<file path="config.mk">
export PLATFORM = sky130hd
export DESIGN_NAME = crc_unit
export DESIGN_NICKNAME = d
export VERILOG_FILES = /design/src/rtl/crc_pkg.sv /design/src/rtl/crc_engine.sv /design/src/rtl/crc_result_port.sv /design/src/rtl/bit_mirror.sv /design/src/rtl/crc_unit.sv
export SDC_FILE = /design/constraint.sdc
export NUM_CORES = 1
export LEC_CHECK = 0
export ABC_AREA = 1
export BUFFER_PORTS_ARGS = -buffer_cell sky130_fd_sc_hd__buf_4
export CELL_PAD_IN_SITES_DETAIL_PLACEMENT = 1
export CELL_PAD_IN_SITES_GLOBAL_PLACEMENT = 2
export CORE_MARGIN = 2
export CORE_UTILIZATION = 32
export DETAILED_ROUTE_END_ITERATION = 12
export GPL_TIMING_DRIVEN = 0
export PLACE_DENSITY = 0.74
export SLEW_MARGIN = 15
export SYNTH_ARGS = -nofsm -noshare
export SYNTH_HDL_FRONTEND = slang
export SYNTH_SLANG_ARGS = --single-unit
</file>
<file path="constraint.sdc">
create_clock -name clk_i -period 2.2 [get_ports clk_i]
set_clock_uncertainty 0.1 [all_clocks]
set_input_delay 0.44 -clock clk_i [delete_from_list [all_inputs] [get_ports clk_i]]
set_output_delay 0.44 -clock clk_i [all_outputs]
set_load 0.01 [all_outputs]
</file>
<file path="src/rtl/crc_pkg.sv">
package crc_pkg;
  localparam int BYTE_W  = 8;
  localparam int N_BYTES = 4;
  localparam int CRC_W   = BYTE_W * N_BYTES;
  localparam int PTR_W   = $clog2(N_BYTES);
  localparam int NARROW_W = 16;
  localparam int NARROW_BYTES = NARROW_W / BYTE_W;

  localparam logic [NARROW_W-1:0] POLY_NARROW = 16'h1021;
  localparam logic [CRC_W-1:0]    POLY_WIDE   = 32'h04C11DB7;

  typedef enum logic [1:0] {
    REG_CTRL   = 2'd0,
    REG_FEED   = 2'd1,
    REG_PORT   = 2'd2,
    REG_MIRROR = 2'd3
  } reg_addr_e;

  // control field positions
  localparam int CTL_WIDE  = 0;
  localparam int CTL_ONES  = 1;
  localparam int CTL_INIT  = 2;
  localparam int CTL_PTR   = 4;

  function automatic logic [CRC_W-1:0] crc_fold(input logic [CRC_W-1:0] c,
                                                input logic [BYTE_W-1:0] d,
                                                input logic wide);
    logic [CRC_W-1:0]    w;
    logic [NARROW_W-1:0] n;
    w = c ^ {d, {(CRC_W-BYTE_W){1'b0}}};
    n = c[NARROW_W-1:0] ^ {d, {(NARROW_W-BYTE_W){1'b0}}};
    for (int i = 0; i < BYTE_W; i++) begin
      w = w[CRC_W-1]    ? ((w << 1) ^ POLY_WIDE)   : (w << 1);
      n = n[NARROW_W-1] ? ((n << 1) ^ POLY_NARROW) : (n << 1);
    end
    return wide ? w : {{(CRC_W-NARROW_W){1'b0}}, n};
  endfunction
endpackage

</file>
<file path="src/rtl/crc_engine.sv">
module crc_engine
  import crc_pkg::*;
(
  input  logic              clk_i,
  input  logic              rst_ni,
  input  logic              wide_i,
  input  logic              init_i,
  input  logic              init_wide_i,
  input  logic              init_ones_i,
  input  logic              feed_i,
  input  logic [BYTE_W-1:0] feed_byte_i,
  input  logic              preset_i,
  input  logic [PTR_W-1:0]  preset_idx_i,
  input  logic [BYTE_W-1:0] preset_byte_i,
  output logic [CRC_W-1:0]  crc_o
);
  localparam logic [CRC_W-1:0] ONES_NARROW = {{(CRC_W-NARROW_W){1'b0}}, {NARROW_W{1'b1}}};

  logic [CRC_W-1:0] crc_q, crc_d;

  always_comb begin
    crc_d = crc_q;
    if (init_i)
      crc_d = init_ones_i ? (init_wide_i ? {CRC_W{1'b1}} : ONES_NARROW) : '0;
    else if (feed_i)
      crc_d = crc_fold(crc_q, feed_byte_i, wide_i);
    else if (preset_i)
      crc_d[preset_idx_i*BYTE_W +: BYTE_W] = preset_byte_i;
  end

  always_ff @(posedge clk_i or negedge rst_ni) begin
    if (!rst_ni) crc_q <= '0;
    else         crc_q <= crc_d;
  end

  assign crc_o = crc_q;

  assert_init_load_R5: assert property (@(posedge clk_i) disable iff (!rst_ni)
    init_i |=> crc_o == ($past(init_ones_i)
                         ? ($past(init_wide_i) ? {CRC_W{1'b1}} : ONES_NARROW) : '0));

  assert_narrow_top_clear_R2: assert property (@(posedge clk_i) disable iff (!rst_ni)
    (feed_i && !init_i && !wide_i) |=> crc_o[CRC_W-1:NARROW_W] == '0);

  assert_hold_idle_R9: assert property (@(posedge clk_i) disable iff (!rst_ni)
    (!init_i && !feed_i && !preset_i) |=> $stable(crc_o));
endmodule

</file>
<file path="src/rtl/crc_result_port.sv">
module crc_result_port
  import crc_pkg::*;
(
  input  logic              clk_i,
  input  logic              rst_ni,
  input  logic              wide_i,
  input  logic              set_i,
  input  logic [PTR_W-1:0]  set_val_i,
  input  logic              step_i,
  input  logic [CRC_W-1:0]  crc_i,
  output logic [PTR_W-1:0]  ptr_o,
  output logic [BYTE_W-1:0] byte_o
);
  logic [PTR_W-1:0]  ptr_q;
  logic [BYTE_W-1:0] lane [N_BYTES];

  always_ff @(posedge clk_i or negedge rst_ni) begin
    if (!rst_ni)     ptr_q <= '0;
    else if (set_i)  ptr_q <= set_val_i;
    else if (step_i) ptr_q <= ptr_q + 1'b1;
  end

  for (genvar g = 0; g < N_BYTES; g++) begin : g_lane
    if (g < NARROW_BYTES) begin : g_low
      assign lane[g] = crc_i[g*BYTE_W +: BYTE_W];
    end else begin : g_high
      assign lane[g] = wide_i ? crc_i[g*BYTE_W +: BYTE_W] : '0;
    end
  end

  assign byte_o = lane[ptr_q];
  assign ptr_o  = ptr_q;

  assert_ptr_step_R6: assert property (@(posedge clk_i) disable iff (!rst_ni)
    (step_i && !set_i) |=> ptr_o == PTR_W'($past(ptr_o) + 1'b1));

  assert_high_zero_R7: assert property (@(posedge clk_i) disable iff (!rst_ni)
    (!wide_i && ptr_o >= PTR_W'(NARROW_BYTES)) |-> byte_o == '0);
endmodule

</file>
<file path="src/rtl/bit_mirror.sv">
module bit_mirror
  import crc_pkg::*;
(
  input  logic              clk_i,
  input  logic              rst_ni,
  input  logic              wr_i,
  input  logic [BYTE_W-1:0] data_i,
  output logic [BYTE_W-1:0] q_o
);
  logic [BYTE_W-1:0] q;
  logic [BYTE_W-1:0] rev;

  for (genvar g = 0; g < BYTE_W; g++) begin : g_rev
    assign rev[g] = data_i[BYTE_W-1-g];
  end

  always_ff @(posedge clk_i or negedge rst_ni) begin
    if (!rst_ni)   q <= '0;
    else if (wr_i) q <= rev;
  end

  assign q_o = q;

  assert_mirror_ends_R10: assert property (@(posedge clk_i) disable iff (!rst_ni)
    wr_i |=> (q_o[0] == $past(data_i[BYTE_W-1])) && (q_o[BYTE_W-1] == $past(data_i[0])));
endmodule

</file>
<file path="src/rtl/crc_unit.sv">
module crc_unit
  import crc_pkg::*;
(
  input  logic              clk_i,
  input  logic              rst_ni,
  input  logic              wr_en_i,
  input  logic              rd_en_i,
  input  logic [1:0]        addr_i,
  input  logic [BYTE_W-1:0] wdata_i,
  output logic [BYTE_W-1:0] rdata_o
);
  logic wr_ctrl, wr_feed, wr_port, wr_mirror, port_step;
  logic wide_q, ones_q;
  logic [CRC_W-1:0]  crc;
  logic [PTR_W-1:0]  ptr;
  logic [BYTE_W-1:0] port_byte, mirror_byte;
  logic              ctrl_unused;

  assign wr_ctrl   = wr_en_i && (addr_i == REG_CTRL);
  assign wr_feed   = wr_en_i && (addr_i == REG_FEED);
  assign wr_port   = wr_en_i && (addr_i == REG_PORT);
  assign wr_mirror = wr_en_i && (addr_i == REG_MIRROR);
  assign port_step = (wr_en_i || rd_en_i) && (addr_i == REG_PORT);
  assign ctrl_unused = ^{wdata_i[BYTE_W-1:CTL_PTR+PTR_W], wdata_i[CTL_PTR-1:CTL_INIT+1]};

  always_ff @(posedge clk_i or negedge rst_ni) begin
    if (!rst_ni) begin
      wide_q <= 1'b0;
      ones_q <= 1'b0;
    end else if (wr_ctrl) begin
      wide_q <= wdata_i[CTL_WIDE];
      ones_q <= wdata_i[CTL_ONES];
    end
  end

  crc_engine u_engine (
    .clk_i,
    .rst_ni,
    .wide_i       (wide_q),
    .init_i       (wr_ctrl && wdata_i[CTL_INIT]),
    .init_wide_i  (wdata_i[CTL_WIDE]),
    .init_ones_i  (wdata_i[CTL_ONES]),
    .feed_i       (wr_feed),
    .feed_byte_i  (wdata_i),
    .preset_i     (wr_port),
    .preset_idx_i (ptr),
    .preset_byte_i(wdata_i),
    .crc_o        (crc)
  );

  crc_result_port u_port (
    .clk_i,
    .rst_ni,
    .wide_i   (wide_q),
    .set_i    (wr_ctrl),
    .set_val_i(wdata_i[CTL_PTR +: PTR_W]),
    .step_i   (port_step),
    .crc_i    (crc),
    .ptr_o    (ptr),
    .byte_o   (port_byte)
  );

  bit_mirror u_mirror (
    .clk_i,
    .rst_ni,
    .wr_i  (wr_mirror),
    .data_i(wdata_i),
    .q_o   (mirror_byte)
  );

  always_comb begin
    rdata_o = '0;
    unique case (addr_i)
      REG_CTRL: begin
        rdata_o[CTL_WIDE] = wide_q;
        rdata_o[CTL_ONES] = ones_q;
        rdata_o[CTL_PTR +: PTR_W] = ptr;
      end
      REG_FEED:   rdata_o = '0;
      REG_PORT:   rdata_o = port_byte;
      REG_MIRROR: rdata_o = mirror_byte;
      default:    rdata_o = '0;
    endcase
  end

  assert_ctrl_init_bit_R11: assert property (@(posedge clk_i) disable iff (!rst_ni)
    (addr_i == REG_CTRL) |-> rdata_o[CTL_INIT] == 1'b0);

  assert_one_port_access_R6: assert property (@(posedge clk_i) disable iff (!rst_ni)
    !(wr_port && rd_en_i));
endmodule

</file>
==> results.toml, run 1 <==
[sta]
max_freq_mhz = 448
fin_ws_ns = -0.0341
hold_violations = 0
rsz0062_at_grt = "yes"
drv_slew = 0
fin_crit_sh_pct = 102
setup_viol = 5
relSlewSlack_pct = 56.5
finalCriticalPeriod_ns = 2.23
tightestPinTransition_ns = 0.653

[route]
drt_iter0_drc = 302
drt_pre_antenna_iters = 5
routed_wl_mm = 19.2
drcViolationCount = 0
wire_per_inst_um = 22.3
ant_nets = 0
vias_per_cell = 5.38
vias = 4635

[synthesis]
synth_fa_ha_area_share_pct = 1.15
synth-compound-area-share_pct = 18.9
syn_area_sq_mm = 0.00436
synth_top_flop_cell = "dfrtp_1"
synth-edff-count = 0
synth_top_family_by_area = "simple AND/OR/NAND/NOR gates"
ys_seq_area_share_pct = 25.3
synthXorXnorAreaFrac_pct = 14.5
synthMuxAreaShare_pct = 0
synth_nets = 659
synthArstFlopShare_pct = 100
synth_area_per_cell_sq_um = 6.79
yosys_warnings = 0
ys_ff_latch = 44
netlist_instances = 641
synth-simple-area-share_pct = 31.3
ys_types = 44

[setup_path]
start_kind = "register"
max_stage_delay_ns = 0.44
crit_chain = "clkbuf_16, buf_8, o211ai_1, nand3_1, o211ai_1, buf_4"
path_max_fanout = 10
cp_top_family = "buffers and inverters"
cp_common_cell = "o211ai_1"
worst_setup_path_end_kind = "output pin"
path_class = "register to output pin"
critPathArrivalTime_ns = 1.69
slowest_stage = "dfrtp_2"
cp_num_buf_inv = 3
critPathRequiredTime_ns = 1.66

[floorplan]
rows = 42
ios = 22
die_h_um = 121
initial_core_util_pct = 32.9
core_region_area_sq_mm = 0.0132
dieArea_sq_mm = 0.0146
die_w_um = 121

[clock_network]
clk_path_buf_depth = 2
tritoncts = "built"
htree_num_levels = 2
clkTransAtPathRegs_ns = 0.06
cts_buffers = 5
cts_hold_buffers = 0
insertion_delay_ns = 0.30
clock-root-buffer = "clkbuf_16"
cts_sinks = 44

[placement]
port_buffers = 19
gp_congestion = 0.929
dp_slack_ns = -1.15
dp_hpwl_mm = 14.8

[pwr]
power_uw = 5520
vdd_drop_max_v = 0.000351
power_density_mw_per_mm2 = 1050
p_leak_uw = 0.00247

[hold_path]
hold_path.class = "primary input to async pin"

[global_routing]
track_usage_pct = 27.5
grt_pass1_wl_mm = 29.4
gr-total-overflow = 0
grt_pass1_vias = 4746
antenna_found_initial = 1
grt_max_degree = 45

[final_layout]
diodes = 0
drive_above_1_share_pct = 21.4
syn_to_final_growth_pct = 21.1
fin_nets = 703

[outcome]
violations = "negative setup slack"
status = "complete, but fails checks"

[flow_run]
maxCapViolations = 0
-- worst paths after layout --
check                           slack (ns)       startpoint            endpoint  depth (start not counted)
worst max-delay path                 -0.03  u_port.ptr_o[0]          rdata_o[5]                          6
worst min-delay path                  0.07           rst_ni     u_mirror.q_o[2]                          1
worst max register to register        0.06  u_port.ptr_o[0]  u_engine.crc_o[16]                         12
worst min register to register        0.38  u_mirror.q_o[6]     u_mirror.q_o[6]                          2
max in group asynchronous             1.46           rst_ni     u_port.ptr_o[0]                          1
min in group clk_i                    0.38  u_mirror.q_o[6]     u_mirror.q_o[6]                          2
-- layout make-up --
cell class	instances	area [sq um]
plain buffers	17	200
clock buffers	7	143
clock inverters	1	7.51
fillers	1696	7970
inverters	72	278
multi-input cells	508	3030
flip-flops and latches	44	1100
well taps	176	220
repair buffers	37	294
-- state kept, by name (all words and copies together) (netlist names) --
register,cells
ones_q,1
wide_q,1
u_engine.crc_o,32
u_mirror.q_o,8
u_port.ptr_o,2
-- metal layers --
layer | vias up | track usage [%] | share of wire [%]
met1 | 2295 | 39.4 | 46
met3 | 25 | 2.22 | 5.2
li1 | 2170 | - | -
met5 | - | 0 | 0
met4 | 0 | 7.19 | 2.5
met2 | 145 | 44.6 | 46
-- Yosys cell counts (13+ instances only) --
master   instances  share of area (%)
nand2_1        189                 16
inv_1           60                5.2
a21oi_1         48                5.5
nor2_1          45                3.9
dfrtp_1         44                 25
o21ai_0         38                4.4
xor2_1          35                7.0
nand3_1         32                3.7
nand2_2         13                1.9
xnor2_1         13                2.6
-- power breakdown --
part	total, uW	switching, uW	internal, uW
combinational	3450	2170	1280
sequential	1250	234	1020
clock	825	370	455
total	5520	2770	2750
-- through the flow --
step	instance area (sq um)	setup TNS, ns	hold slack [ns]	util, %	instances
2_1_floorplan	4360	0	0.0444	-	641
6_report	5270	-0.0917	0.0713	39.8	862
3_3_place_gp	4720	-28.21	0.367	35.6	836
4_1_cts	5140	-0.132	0.101	38.9	855
3_5_place_dp	4720	-29.96	0.376	35.6	836
5_1_grt	5270	-0.739	0.113	39.8	862
-- cell families after synthesis --
family                   after synthesis
AND/OR/NAND/NOR                      307
AO/OA/AOI/OAI                        138
XOR/XNOR                              59
flip-flops                            44
buffers and inverters                 89
adder cells (fa/ha/maj)                4
-- layout by cell type, fill, tap and decap left out, types with 4 or more instances in the layout --
cell       Yosys  final
buf_6          4      5
a22oi_1       10     10
a21oi_2        0      5
inv_1         60     57
inv_2         10     12
xnor2_2        6      6
a21oi_1       48     43
o21ai_0       38     34
o21ai_1        5      9
nand3_1       32     30
xnor2_1       13     13
o22ai_1        5      4
a31oi_1        4      4
dfrtp_1       44     43
nor2_4         3      7
clkbuf_16      0      7
nand2_1      189    185
o211ai_1       8      8
nand2_2       13     14
nand2_4       10     13
buf_4          2     37
nor2_1        45     40
clkbuf_8       0      4
xor2_1        35     35
nand3_2        2      4
a211oi_2       0      4
-- what timing repair did --
item | 4_1_cts | 5_1_grt
pin swaps | 10 | 10
endpoints found under the setup margin | 41 | 30
cloned | 0 | 1
resized for setup | 53 | 16
setup buffers | 11 | 6
Power figures use the tool's default switching activity.
==> run 2: changes to the inputs <==
--- a/config.mk
+++ b/config.mk
@@ -13,7 +13,7 @@
 export CORE_UTILIZATION = 32
 export DETAILED_ROUTE_END_ITERATION = 12
 export GPL_TIMING_DRIVEN = 0
-export PLACE_DENSITY = 0.74
+export PLACE_DENSITY = 0.73
 export SLEW_MARGIN = 15
 export SYNTH_ARGS = -nofsm -noshare
 export SYNTH_HDL_FRONTEND = slang
==> results.toml, run 2 (synthesized netlist as in run 1, its figures left out) <==
[route]
wire_per_inst_um = 23.4
drt_pre_antenna_iters = 5
vias_per_cell = 5.46
ant_nets = 0
drt_iter0_drc = 270
vias = 4727
drcViolationCount = 0
routed_wl_mm = 20.3

[setup_path]
path_class = "register to output pin"
cp_common_cell = "o211ai_1"
path_max_fanout = 6
crit_chain = "clkbuf_16, buf_12, o211ai_1, nand3_1, o211ai_1, buf_4"
max_stage_delay_ns = 0.45
cp_num_buf_inv = 3
slowest_stage = "dfrtp_2"
start_kind = "register"
crit_cells = 6
critPathArrivalTime_ns = 1.71
critPathRequiredTime_ns = 1.66
reg2reg_depth = 10
cp_top_family = "buffers and inverters"
worst_setup_path_end_kind = "output pin"

[final_layout]
layout_commonest_cell = "nand2_1"
fillerInstances = 1709
fin_nets = 707
final_cell_mix = "nand2_1, inv_1, a21oi_1, dfrtp_1"
diodes = 0
drive_above_1_share_pct = 23.4
syn_to_final_growth_pct = 23.5
final_area_sq_mm = 0.00538
finalCoreUtilization_pct = 40.6
largest_reg_flops = 32

[clock_network]
cts_buffers = 5
insertion_delay_ns = 0.31
tritoncts = "built"
htree_num_levels = 2
clk_path_buf_depth = 2
cts_sinks = 44
clock-root-buffer = "clkbuf_16"
cts_hold_buffers = 0
clkTransAtPathRegs_ns = 0.07

[sta]
relSlewSlack_pct = 55.9
drv_slew = 0
fin_crit_sh_pct = 102
finalCriticalPeriod_ns = 2.25
fin_ws_ns = -0.0528
setup_viol = 6
tightestPinTransition_ns = 0.662
rsz0062_at_grt = "yes"
hold_violations = 0
hold_ws_ns = 0.0569
max_freq_mhz = 444

[floorplan]
die_h_um = 121
initial_core_util_pct = 32.9
rows = 42
core_region_area_sq_mm = 0.0132
die_w_um = 121
ios = 22
dieArea_sq_mm = 0.0146

[global_routing]
track_usage_pct = 28.3
grt_pass1_wl_mm = 30.0
antenna_found_initial = 1
grt_max_degree = 45
grt_pass1_vias = 4766
gr-total-overflow = 0

[pwr]
power_density_mw_per_mm2 = 1050
p_leak_uw = 0.00251
vdd_drop_max_v = 0.000348
power_uw = 5670

[placement]
gp_congestion = 0.942
port_buffers = 19
placed_cell_area_sq_mm = 0.00472
dp_slack_ns = -1.17
dp_hpwl_mm = 15.2

[flow_run]
maxCapViolations = 0

[outcome]
violations = "negative setup slack"
status = "complete, but fails checks"

[hold_path]
hold_path.class = "primary input to async pin"
==> run 2: cell count changes in the layout (fill, tap and decap cells not counted), sizes merged <==
cell / previous run / this run
clkinv: 2 / 3
clkbuf: 13 / 10
buf: 48 / 53
==> run 2: timing repair <==
action | in CTS | in global routing
pin swaps | 11 | 20
gates cloned | 1 | 1
setup buffers | 14 | 7
resized for setup | 49 | 45
endpoints found under the setup margin | 41 | 32
==> run 2: per-layer routing <==
metal  part of all wire [%]  wire length (um)  GRT usage, %
met4                    3.4               692          10.8
met5                      0                 0             0
met2                     45              9060          43.3
met3                    5.3              1070          4.76
met1                     47              9420          39.6
==> run 2: area by class of cell <==
class / count / area (sq um) / share of cell area (%)
inverter: 72 / 288 / 5.35
timing repair buffer: 41 / 332 / 6.17
clock buffer: 5 / 125 / 2.33
clock inverter: 2 / 12.5 / 0.233
tap: 176 / 220 / 4.09
sequential: 44 / 1100 / 20.5
multi-input combinational: 508 / 3080 / 57.2
buffer: 17 / 220 / 4.09
==> run 2: stage by stage <==
| step | TNS, ns | std cells |
|---|---|---|
| 2_1_floorplan | 0 | 641 |
| 3_3_place_gp | -28.54 | 836 |
| 3_5_place_dp | -32.52 | 836 |
| 4_1_cts | -0.276 | 858 |
| 5_1_grt | -0.703 | 865 |
| 6_report | -0.203 | 865 |
==> run 2: power by group <==
part	switching, uW	internal [uW]
sequential	244	1020
combinational	2280	1350
clock	366	414
==> run 2: final timing paths <==
kind                                  from                 end  slack (ns)
max in group asynchronous           rst_ni     u_port.ptr_o[0]        1.46
max                        u_port.ptr_o[0]          rdata_o[5]       -0.05
min reg2reg                u_mirror.q_o[6]     u_mirror.q_o[6]        0.39
min                                 rst_ni  u_engine.crc_o[31]        0.06
min in group clk_i              wdata_i[1]  u_engine.crc_o[17]        0.38
max reg2reg                u_port.ptr_o[1]  u_engine.crc_o[18]        0.07
